File: src/rtl/sbt_pkg.sv
package sbt_pkg;
  typedef enum logic [2:0] {
    SEL_CTRL   = 3'd0,
    SEL_CNT_LO = 3'd1,
    SEL_CNT_HI = 3'd2,
    SEL_CMP_LO = 3'd3,
    SEL_CMP_HI = 3'd4
  } reg_sel_e;

  localparam int CTRL_ARM_BIT = 0;
  localparam int CTRL_HIT_BIT = 1;
endpackage

File: src/rtl/sbt_counter.sv
module sbt_counter #(
  parameter int CNT_W  = 56,
  parameter int DATA_W = 32
) (
  input  logic                clk,
  input  logic                rst_n,
  input  logic                snap,
  output logic [2*DATA_W-1:0] cnt_wide,
  output logic [DATA_W-1:0]   held_hi
);
  localparam int WIDE_W = 2 * DATA_W;

  logic [CNT_W-1:0]  cnt_q;
  logic [DATA_W-1:0] hold_q;

  // zero-extend the counter to two bus words
  generate
    if (CNT_W < WIDE_W) begin : g_pad
      assign cnt_wide = {{(WIDE_W - CNT_W){1'b0}}, cnt_q};
    end else begin : g_full
      assign cnt_wide = cnt_q;
    end
  endgenerate

  always_ff @(posedge clk) begin
    if (!rst_n) cnt_q <= '0;
    else        cnt_q <= cnt_q + 1'b1;
  end

  // upper word captured when the low word is read
  always_ff @(posedge clk) begin
    if (!rst_n)    hold_q <= '0;
    else if (snap) hold_q <= cnt_wide[WIDE_W-1:DATA_W];
  end

  assign held_hi = hold_q;

  a_r1_step: assert property (@(posedge clk) disable iff (!rst_n)
    rst_n |=> cnt_q == CNT_W'($past(cnt_q) + 1'b1));

  a_r3_snapshot: assert property (@(posedge clk) disable iff (!rst_n)
    snap |=> hold_q == $past(cnt_wide[WIDE_W-1:DATA_W]));

  a_r3_hold_keeps: assert property (@(posedge clk) disable iff (!rst_n)
    !snap |=> $stable(hold_q));
endmodule

File: src/rtl/sbt_cmp_frame.sv
module sbt_cmp_frame #(
  parameter int DATA_W = 32
) (
  input  logic                clk,
  input  logic                rst_n,
  input  logic [2*DATA_W-1:0] cnt_wide,
  input  logic                wr_ctrl,
  input  logic                wr_lo,
  input  logic                wr_hi,
  input  logic [DATA_W-1:0]   wdata,
  output logic [2*DATA_W-1:0] target,
  output logic                arm,
  output logic                hit
);
  import sbt_pkg::*;

  logic [DATA_W-1:0] tgt_lo_q, tgt_hi_q;
  logic              arm_q, hit_q, arm_d, reached;

  assign target  = {tgt_hi_q, tgt_lo_q};
  assign reached = cnt_wide >= target;
  assign arm_d   = wr_ctrl ? wdata[CTRL_ARM_BIT] : arm_q;

  always_ff @(posedge clk) begin
    if (!rst_n) begin
      tgt_lo_q <= '0;
      tgt_hi_q <= '0;
    end else begin
      if (wr_lo) tgt_lo_q <= wdata;
      if (wr_hi) tgt_hi_q <= wdata;
    end
  end

  // hit follows the next arm value so a disarming write clears it at once
  always_ff @(posedge clk) begin
    if (!rst_n) begin
      arm_q <= 1'b0;
      hit_q <= 1'b0;
    end else begin
      arm_q <= arm_d;
      hit_q <= arm_d & (hit_q | reached);
    end
  end

  assign arm = arm_q;
  assign hit = hit_q;

  a_r6_idle_quiet: assert property (@(posedge clk) disable iff (!rst_n)
    !arm_q |-> !hit_q);

  a_r5_fire: assert property (@(posedge clk) disable iff (!rst_n)
    (arm_q && !wr_ctrl && reached) |=> hit_q);

  a_r10_sticky: assert property (@(posedge clk) disable iff (!rst_n)
    (hit_q && !wr_ctrl) |=> hit_q);
endmodule

File: src/rtl/sbt_sys_timer.sv
module sbt_sys_timer #(
  parameter int CNT_W  = 56,
  parameter int DATA_W = 32
) (
  input  logic              clk,
  input  logic              rst_n,
  input  logic [4:0]        bus_addr,
  input  logic              bus_wr,
  input  logic              bus_rd,
  input  logic [DATA_W-1:0] bus_wdata,
  output logic [DATA_W-1:0] bus_rdata,
  output logic              irq
);
  import sbt_pkg::*;

  localparam int WIDE_W = 2 * DATA_W;

  reg_sel_e          sel;
  logic              aligned;
  logic              snap, wr_ctrl, wr_lo, wr_hi;
  logic [WIDE_W-1:0] cnt_wide, target;
  logic [DATA_W-1:0] held_hi;
  logic              arm, hit;

  assign sel     = reg_sel_e'(bus_addr[4:2]);
  assign aligned = (bus_addr[1:0] == 2'b00);
  assign snap    = bus_rd && aligned && (sel == SEL_CNT_LO);
  assign wr_ctrl = bus_wr && aligned && (sel == SEL_CTRL);
  assign wr_lo   = bus_wr && aligned && (sel == SEL_CMP_LO);
  assign wr_hi   = bus_wr && aligned && (sel == SEL_CMP_HI);

  sbt_counter #(.CNT_W(CNT_W), .DATA_W(DATA_W)) u_counter (
    .clk      (clk),
    .rst_n    (rst_n),
    .snap     (snap),
    .cnt_wide (cnt_wide),
    .held_hi  (held_hi)
  );

  sbt_cmp_frame #(.DATA_W(DATA_W)) u_frame (
    .clk      (clk),
    .rst_n    (rst_n),
    .cnt_wide (cnt_wide),
    .wr_ctrl  (wr_ctrl),
    .wr_lo    (wr_lo),
    .wr_hi    (wr_hi),
    .wdata    (bus_wdata),
    .target   (target),
    .arm      (arm),
    .hit      (hit)
  );

  always_comb begin
    bus_rdata = '0;
    if (aligned) begin
      case (sel)
        SEL_CTRL: begin
          bus_rdata[CTRL_ARM_BIT] = arm;
          bus_rdata[CTRL_HIT_BIT] = hit;
        end
        SEL_CNT_LO: bus_rdata = cnt_wide[DATA_W-1:0];
        SEL_CNT_HI: bus_rdata = held_hi;
        SEL_CMP_LO: bus_rdata = target[DATA_W-1:0];
        SEL_CMP_HI: bus_rdata = target[WIDE_W-1:DATA_W];
        default:    bus_rdata = '0;
      endcase
    end
  end

  assign irq = hit;

  a_r7_ack: assert property (@(posedge clk) disable iff (!rst_n)
    (wr_ctrl && !bus_wdata[CTRL_ARM_BIT]) |=> !irq);

  a_r8_irq_needs_arm: assert property (@(posedge clk) disable iff (!rst_n)
    irq |-> arm);
endmodule

File: config.mk
export PLATFORM = sky130hd
export DESIGN_NAME = sbt_sys_timer
export DESIGN_NICKNAME = d
export VERILOG_FILES = /design/src/rtl/sbt_pkg.sv /design/src/rtl/sbt_counter.sv /design/src/rtl/sbt_cmp_frame.sv /design/src/rtl/sbt_sys_timer.sv
export SDC_FILE = /design/constraint.sdc
export NUM_CORES = 1
export LEC_CHECK = 0
export ABC_AREA = 0
export BUFFER_PORTS_ARGS = -buffer_cell sky130_fd_sc_hd__buf_2
export CORE_ASPECT_RATIO = 0.6
export CORE_MARGIN = 2
export CORE_UTILIZATION = 38
export CTS_BUF_LIST = sky130_fd_sc_hd__clkbuf_4
export CTS_CLUSTER_SIZE = 24
export DETAILED_ROUTE_END_ITERATION = 8
export PLACE_DENSITY = 0.64
export SLEW_MARGIN = 20
export SYNTH_ARGS = -nofsm -noshare
export SYNTH_HDL_FRONTEND = slang
export SYNTH_SLANG_ARGS = --single-unit
File: constraint.sdc
create_clock -name clk -period 4.57 [get_ports clk]
set_input_delay 0.914 -clock clk [delete_from_list [all_inputs] [get_ports clk]]
set_output_delay 0.914 -clock clk [all_outputs]
set_load 0.02 [all_outputs]
==> impl_metrics.toml, run 1 <==
[synth]
synth.cell_area_mm2 = 0.00819
synthesis.instances = 1024
ys_seq_area_share_pct = 35.7
synth_fp_nets = 1122
yosys.cell_types.count = 55
synthesis.area_per_instance_um2 = 8.00
yosys_warnings = 0
synth_enable_flop_cells = 0
register_bit_total_from_synthesis = 146
synth_ff_type = "dfxtp_1"
asyncSetResetFlopFracSynth_pct = 0

[clocking]
cts_tree = "built"
clkSinkCount = 146
ctsLongestPathBuffers = 2
cts.repair_timing.setup_buffer_count = 0
cts_htree_levels = 4
clkTransAtPathRegs_ns = 0.15
tritoncts.num_buffers = 17
cts_resized = 0
cts-hold-fix-buffers = 0
clk_root_buffer_cell = "clkbuf_4"
clkLatencyLatePin_ns = 0.59

[setup_path]
timing.setup.critical_path_class = "input port to output pin"
cp_data_arrival_time_ns = 2.94
reg_to_reg_end = "u_counter.cnt_q[48]$_SDFF_PN0_"
ff2ff_path_depth = 7
critical_path_peak_fanout = 18
critical_path.endpoint_type = "output pin"
worst_ep_required_time_ns = 3.66
worst_setup_start_kind = "input port"
ff2ff_setup_slack_ns = 1.85
timing.rr.start = "u_counter.cnt_q[0]$_SDFF_PN0_"

[placement]
dp_hpwl_um = 17300
port-buffer-count = 73
routabilityCongestion = 0.857

[global_route]
grt_use_total_pct = 21.3
initial_antenna_violation_count = 0
wire_length_of_the_first_global_routing_pass_um = 38400
global_route.overflow_total = 0
largest_net_degree_at_the_start_of_global_routing = 89
first_global_vias = 6806

[worst_hold_path]
hold_path_depth = 2
worstHoldEndpoint = "u_counter.held_hi[6]$_SDFFE_PN0P_"
holdCritStartpoint = "u_counter.held_hi[6]$_SDFFE_PN0P_"
timing.hold.worst.class = "register to register"

[route]
wirelength_um = 24000
drt_iter0_markers = 717
dr_total_vias = 7345
remaining_drc_errors = 0
wl_per_cell_um = 17.6
drt_first_pass_iters = 7
drt-vias-per-instance = 5.39
final_antenna_net_count = 0

[sta]
final-hold-violation-count = 0
post_route_skew_ns = 0.0254
worst_max_slew_margin_expressed_relative_to_the_limit_pct = 30.3
finish_stage_setup_viols = 0
hold_slack_ns = 0.466
fmax_mhz = 259
timing_worst_slew_pin_value_ns = 1.04
final.setup.tns_ns = 0
slew_viol_final = 0
setup_repair_after_global_routing_missed_its_margin = "no"
timing.final.crit_period_ns = 3.85
post-route-period-util_pct = 84.3

[pwr]
static_leakage_nw = 3.47
ir_worst_vdd_mv = 0.155
cellPowerDensity_mw_per_mm2 = 251

[final_layout]
most-common-layout-cells = "nand2_1, dfxtp_1, a21boi_0, buf_2, inv_1"
area.growth.synth_to_final_pct = 10.9
finalNetCount = 1168
antennaDiodeCount = 0
layout.core_utilization_pct = 43.1
layout-drive-gt1-share_pct = 12.0
mostFrequentLayoutCell = "nand2_1"

[outcome]
outcome = "completed"

[floorplanning]
chipWidth_um = 194
floorplan.io_pins = 74
floorplan.initialDensity_pct = 38.9
dieHeight_um = 118
fp.dieArea_mm2 = 0.0228
coreArea_mm2 = 0.0211
rows = 41

[flow_run]
max-cap-violations = 0
cells by family (layout without fill, tap and decap cells):
logic type / after synthesis / count (layout) / synth area share [%]
simple gates: 412 / 412 / 24.3
compound gates: 240 / 240 / 20.4
mux: 15 / 15 / 1.86
buf+inv: 122 / 181 / 5.67
flops: 146 / 146 / 35.7
xor+xnor: 32 / 32 / 3.42
fa+ha+maj: 57 / 57 / 8.70
worst max-delay path by stage:
stage           startpoint            end  slack (ns)  cells after the start
2_1_floorplan  bus_addr[3]  bus_rdata[10]        1.32                      7
3_3_place_gp   bus_addr[2]  bus_rdata[19]        0.85                      7
3_5_place_dp   bus_addr[2]  bus_rdata[16]        0.78                      7
4_1_cts        bus_addr[2]  bus_rdata[16]        0.77                      7
5_1_grt        bus_addr[2]  bus_rdata[17]        0.62                      7
6_report       bus_addr[2]  bus_rdata[16]        0.72                      7
through the flow:
| stage | setup WS, ns | power [mW] | cell area, um2 | instances |
|---|---|---|---|---|
| 2_1_floorplan | 1.32 | 1.39 | 8190 | 1024 |
| 3_3_place_gp | 0.854 | 1.45 | 8800 | 1330 |
| 3_5_place_dp | 0.784 | 1.45 | 8800 | 1330 |
| 4_1_cts | 0.775 | 2.29 | 9090 | 1362 |
| 5_1_grt | 0.622 | 2.37 | 9090 | 1362 |
| 6_report | 0.716 | 2.28 | 9090 | 1362 |
layer usage:
metal | track usage [%] | vias up | routed length (um)
li1 | - | 3615 | -
met1 | 33.5 | 3471 | 12600
met2 | 29.4 | 245 | 9370
met3 | 4.70 | 14 | 1810
met4 | 3.67 | 0 | 191
met5 | 0 | - | 0
sequential cells by signal (all words and copies together) (netlist names):
| signal | flops |
|---|---|
| u_counter.held_hi | 24 |
| u_counter.cnt_q | 56 |
| u_frame.arm | 1 |
| u_frame.tgt_lo_q | 32 |
| u_frame.tgt_hi_q | 32 |
| u_frame.hit | 1 |
where the power goes:
| part | internal (mW) | switching [mW] |
|---|---|---|
| logic | 0.0492 | 0.0867 |
| registers | 1.28 | 0.00750 |
| clock network | 0.344 | 0.511 |
| total | 1.67 | 0.605 |
Yosys cell counts, drive strengths merged, types with 3 or more instances:
master / n / area (um2)
mux2i: 13 / 130
dfxtp: 146 / 2920
and3: 17 / 106
and4: 12 / 105
o21ai: 15 / 75.1
nand2: 222 / 836
nand3: 26 / 135
or3: 12 / 80.1
a211oi: 3 / 22.5
nand4: 16 / 106
ha: 57 / 713
nand2b: 14 / 87.6
xor2: 17 / 149
and2: 37 / 231
a221o: 3 / 30.0
a21o: 4 / 30.0
nor2: 30 / 115
a22oi: 56 / 420
inv: 62 / 233
nor2b: 6 / 37.5
clkbuf: 54 / 203
nor3: 12 / 71.3
o21a: 4 / 30.0
buf: 6 / 28.8
xnor2: 15 / 131
a21oi: 45 / 225
a21boi: 97 / 728
area by class of cell:
class                           instances  area (um2)
Clock buffer                           20         150
Multi-Input combinational cell        756        4810
Clock inverter                         12         134
Sequential cell                       146        2920
Fill cell                            2130       12000
Inverter                               62         233
Timing Repair Buffer                   87         485
Tap cell                              279         349
worst max-delay path, stage by stage:
cell and delay, ns:
buf_2 0.17, nor2b_1 0.35, and2_1 0.80, buf_12 0.25
a22oi_1 0.08, a21oi_1 0.18, buf_2 0.19
Power figures use the tool's default switching activity.
==> run 2: changes to the inputs <==
--- a/config.mk
+++ b/config.mk
@@ -5,7 +5,7 @@
 export SDC_FILE = /design/constraint.sdc
 export NUM_CORES = 1
 export LEC_CHECK = 0
-export ABC_AREA = 0
+export ABC_AREA = 1
 export BUFFER_PORTS_ARGS = -buffer_cell sky130_fd_sc_hd__buf_2
 export CORE_ASPECT_RATIO = 0.6
 export CORE_MARGIN = 2
@@ -13,7 +13,7 @@
 export CTS_BUF_LIST = sky130_fd_sc_hd__clkbuf_4
 export CTS_CLUSTER_SIZE = 24
 export DETAILED_ROUTE_END_ITERATION = 8
-export PLACE_DENSITY = 0.64
+export PLACE_DENSITY = 0.66
 export SLEW_MARGIN = 20
 export SYNTH_ARGS = -nofsm -noshare
 export SYNTH_HDL_FRONTEND = slang
==> constraint.sdc (replaced) <==
create_clock -name clk -period 3.4 [get_ports clk]
set_input_delay 0.68 -clock clk [delete_from_list [all_inputs] [get_ports clk]]
set_output_delay 0.68 -clock clk [all_outputs]
set_load 0.02 [all_outputs]
==> impl_metrics.toml, run 2 <==
[placement]
dp_hpwl_um = 21800
routabilityCongestion = 0.953
place.detailed.instances = 1542
port-buffer-count = 73
placed_area_mm2 = 0.00913

[pwr]
power_switching_mw = 0.828
combinationalPowerShare_pct = 7.9
clock_power_share_pct = 36.0
seqPwrFrac_pct = 56.2
p_int_mw = 2.27
static_leakage_nw = 3.45
ir_worst_vdd_mv = 0.157
cellPowerDensity_mw_per_mm2 = 330
sw_frac_of_total_pct = 26.7

[setup_path]
crit_path_top_delay_cell = "nor2_4"
worst_setup_start_kind = "input port"
ff2ff_path_depth = 10
cp_data_arrival_time_ns = 2.20
timing.rr.start = "u_counter.cnt_q[1]$_SDFF_PN0_"
worst_path_largest_cell_delay_ns = 0.45
ff2ff_setup_slack_ns = 1.01
timing.setup.critical_path_class = "input port to output pin"
reg_to_reg_end = "u_counter.cnt_q[32]$_SDFF_PN0_"
crit_buf_inv = 4
critical_path_peak_fanout = 16
critical-path-top-delay-family = "buffers and inverters"
critical_path.endpoint_type = "output pin"
worst_ep_required_time_ns = 2.72
critical_path_cell_by_cell = "buf_2, nor2_1, inv_1, nor2_4, buf_4, a221oi_1, nor2_1, buf_2"

[clocking]
cts.repair_timing.setup_buffer_count = 0
clkLatencyLatePin_ns = 0.58
cts_resized = 0
clk_root_buffer_cell = "clkbuf_4"
clkTransAtPathRegs_ns = 0.13
cts_tree = "built"
clkSinkCount = 146
ctsLongestPathBuffers = 2
tritoncts.num_buffers = 17
cts-hold-fix-buffers = 0
cts_htree_levels = 4

[synth]
synthesis.instances = 1214
synth_ff_type = "dfxtp_1"
netlist.area_leader.share_pct = 34.4
yosys.cell_types.count = 43
asyncSetResetFlopFracSynth_pct = 0
register_bit_total_from_synthesis = 146
synth_top_cells_by_count = "nand2_1, a21oi_1, inv_1"
synthesis.area_per_instance_um2 = 6.99
yosys-top-cells-area = "dfxtp_1, a21oi_1, ha_1, nand2_1, inv_1"
synth_fp_nets = 1312
synth.cell_area_mm2 = 0.00848
yosys_warnings = 0
synthMostInstantiatedCell = "nand2_1"
synth_enable_flop_cells = 0
synth_top_cell_by_area = "dfxtp_1"
ys_seq_area_share_pct = 34.4

[floorplanning]
rows = 42
floorplan.initialDensity_pct = 38.6
chipWidth_um = 197
dieHeight_um = 120
coreArea_mm2 = 0.0220
fp.dieArea_mm2 = 0.0236
floorplan.io_pins = 74

[outcome]
outcome = "completed"

[final_layout]
layout.core_utilization_pct = 42.7
largest_register_ffs = 56
layout-drive-gt1-share_pct = 11.9
largestRegisters = "u_counter.cnt_q x56, u_frame.tgt_hi_q x32, u_frame.tgt_lo_q x32"
layoutNonFillerInstCount = 1573
largest-register = "u_counter.cnt_q"
area.growth.synth_to_final_pct = 10.7
finish.instance_area_mm2 = 0.00939
antennaDiodeCount = 0
finalNetCount = 1373
mostFrequentLayoutCell = "nand2_1"
most-common-layout-cells = "nand2_1, a21oi_1, inv_1, dfxtp_1, nor2_1"
footprint_of_the_multi_input_gates_mm2 = 0.00472
final_layout_fill_cell_count = 2379
area.sequential_mm2 = 0.00292

[route]
dr_total_vias = 8547
remaining_drc_errors = 0
drt-vias-per-instance = 5.43
drt_first_pass_iters = 7
drt_iter0_markers = 741
final_antenna_net_count = 0
wirelength_um = 28700
wl_per_cell_um = 18.2

[sta]
hold_slack_ns = 0.383
post_route_skew_ns = 0.0197
slew_viol_final = 0
finish_stage_setup_viols = 0
post-route-period-util_pct = 84.6
timing_worst_slew_pin_value_ns = 1.04
final-hold-violation-count = 0
setup_repair_after_global_routing_missed_its_margin = "no"
final.setup.tns_ns = 0
fmax_mhz = 348
timing.final.crit_period_ns = 2.88
worst_max_slew_margin_expressed_relative_to_the_limit_pct = 30.5

[worst_hold_path]
worstHoldEndpoint = "u_frame.tgt_hi_q[2]$_SDFFE_PN0P_"
holdCritStartpoint = "bus_wdata[2]"
hold_path_depth = 3
timing.hold.worst.class = "input port to register"

[global_route]
wire_length_of_the_first_global_routing_pass_um = 44400
grt_use_total_pct = 24.9
first_global_vias = 7672
global_route.overflow_total = 0
largest_net_degree_at_the_start_of_global_routing = 65
initial_antenna_violation_count = 2

[flow_run]
max-cap-violations = 0
==> run 2: logic make-up after synthesis <==
family | after synthesis | synth area share, %
buf+inv | 222 | 9.95
flops | 146 | 34.4
fa+ha+maj | 57 | 8.41
xor+xnor | 4 | 0.413
compound gates | 342 | 22.0
simple gates | 443 | 24.8
==> run 2: routing by layer <==
metal  part of all wire, %  vias to the layer above  global-route usage, %
li1                      -                     4226                      -
met1                    53                     3960                   40.0
met2                    37                      335                   32.8
met3                   9.0                       24                   6.46
met4                   1.0                        2                   3.90
met5                 0.045                        -                      0
==> run 2: stage by stage <==
| step | worst slack [ns] | total power [mW] |
|---|---|---|
| final | 0.523 | 3.10 |
| after global routing | 0.383 | 3.22 |
| after CTS | 0.552 | 3.12 |
| after detailed placement | 0.551 | 2.02 |
| after global placement | 0.590 | 2.01 |
| after floorplan | 0.841 | 1.91 |
==> run 2: final cells by class <==
cell class | instances | area share, %
Tap cell | 286 | 3.81
Sequential cell | 146 | 31.1
Clock inverter | 8 | 0.933
Clock buffer | 23 | 1.84
Inverter | 178 | 7.12
Multi-Input combinational cell | 846 | 50.2
Timing Repair Buffer | 86 | 4.93
==> run 2: power by group through the flow <==
stage | Combinational (mW) | Sequential (mW) | Clock (mW)
floorplan | 0.139 | 1.77 | 0
global placement | 0.235 | 1.78 | 0
detailed placement | 0.239 | 1.78 | 0
CTS | 0.240 | 1.74 | 1.14
global route | 0.273 | 1.74 | 1.20
finish | 0.243 | 1.74 | 1.11
==> run 2: worst max path at each step <==
stage | from | end | slack [ns] | depth (start not counted)
finish | bus_addr[3] | bus_rdata[15] | 0.52 | 8
global route | bus_addr[3] | bus_rdata[17] | 0.38 | 8
CTS | bus_addr[3] | bus_rdata[15] | 0.55 | 8
detailed placement | bus_addr[3] | bus_rdata[15] | 0.55 | 8
global placement | bus_addr[3] | bus_rdata[8] | 0.59 | 8
floorplan | bus_addr[3] | bus_rdata[10] | 0.84 | 6
==> run 2: worst min-delay path: stages <==
cell and delay, ns:
buf_2 0.08, o21ai_0 0.07, a21oi_1 0.10
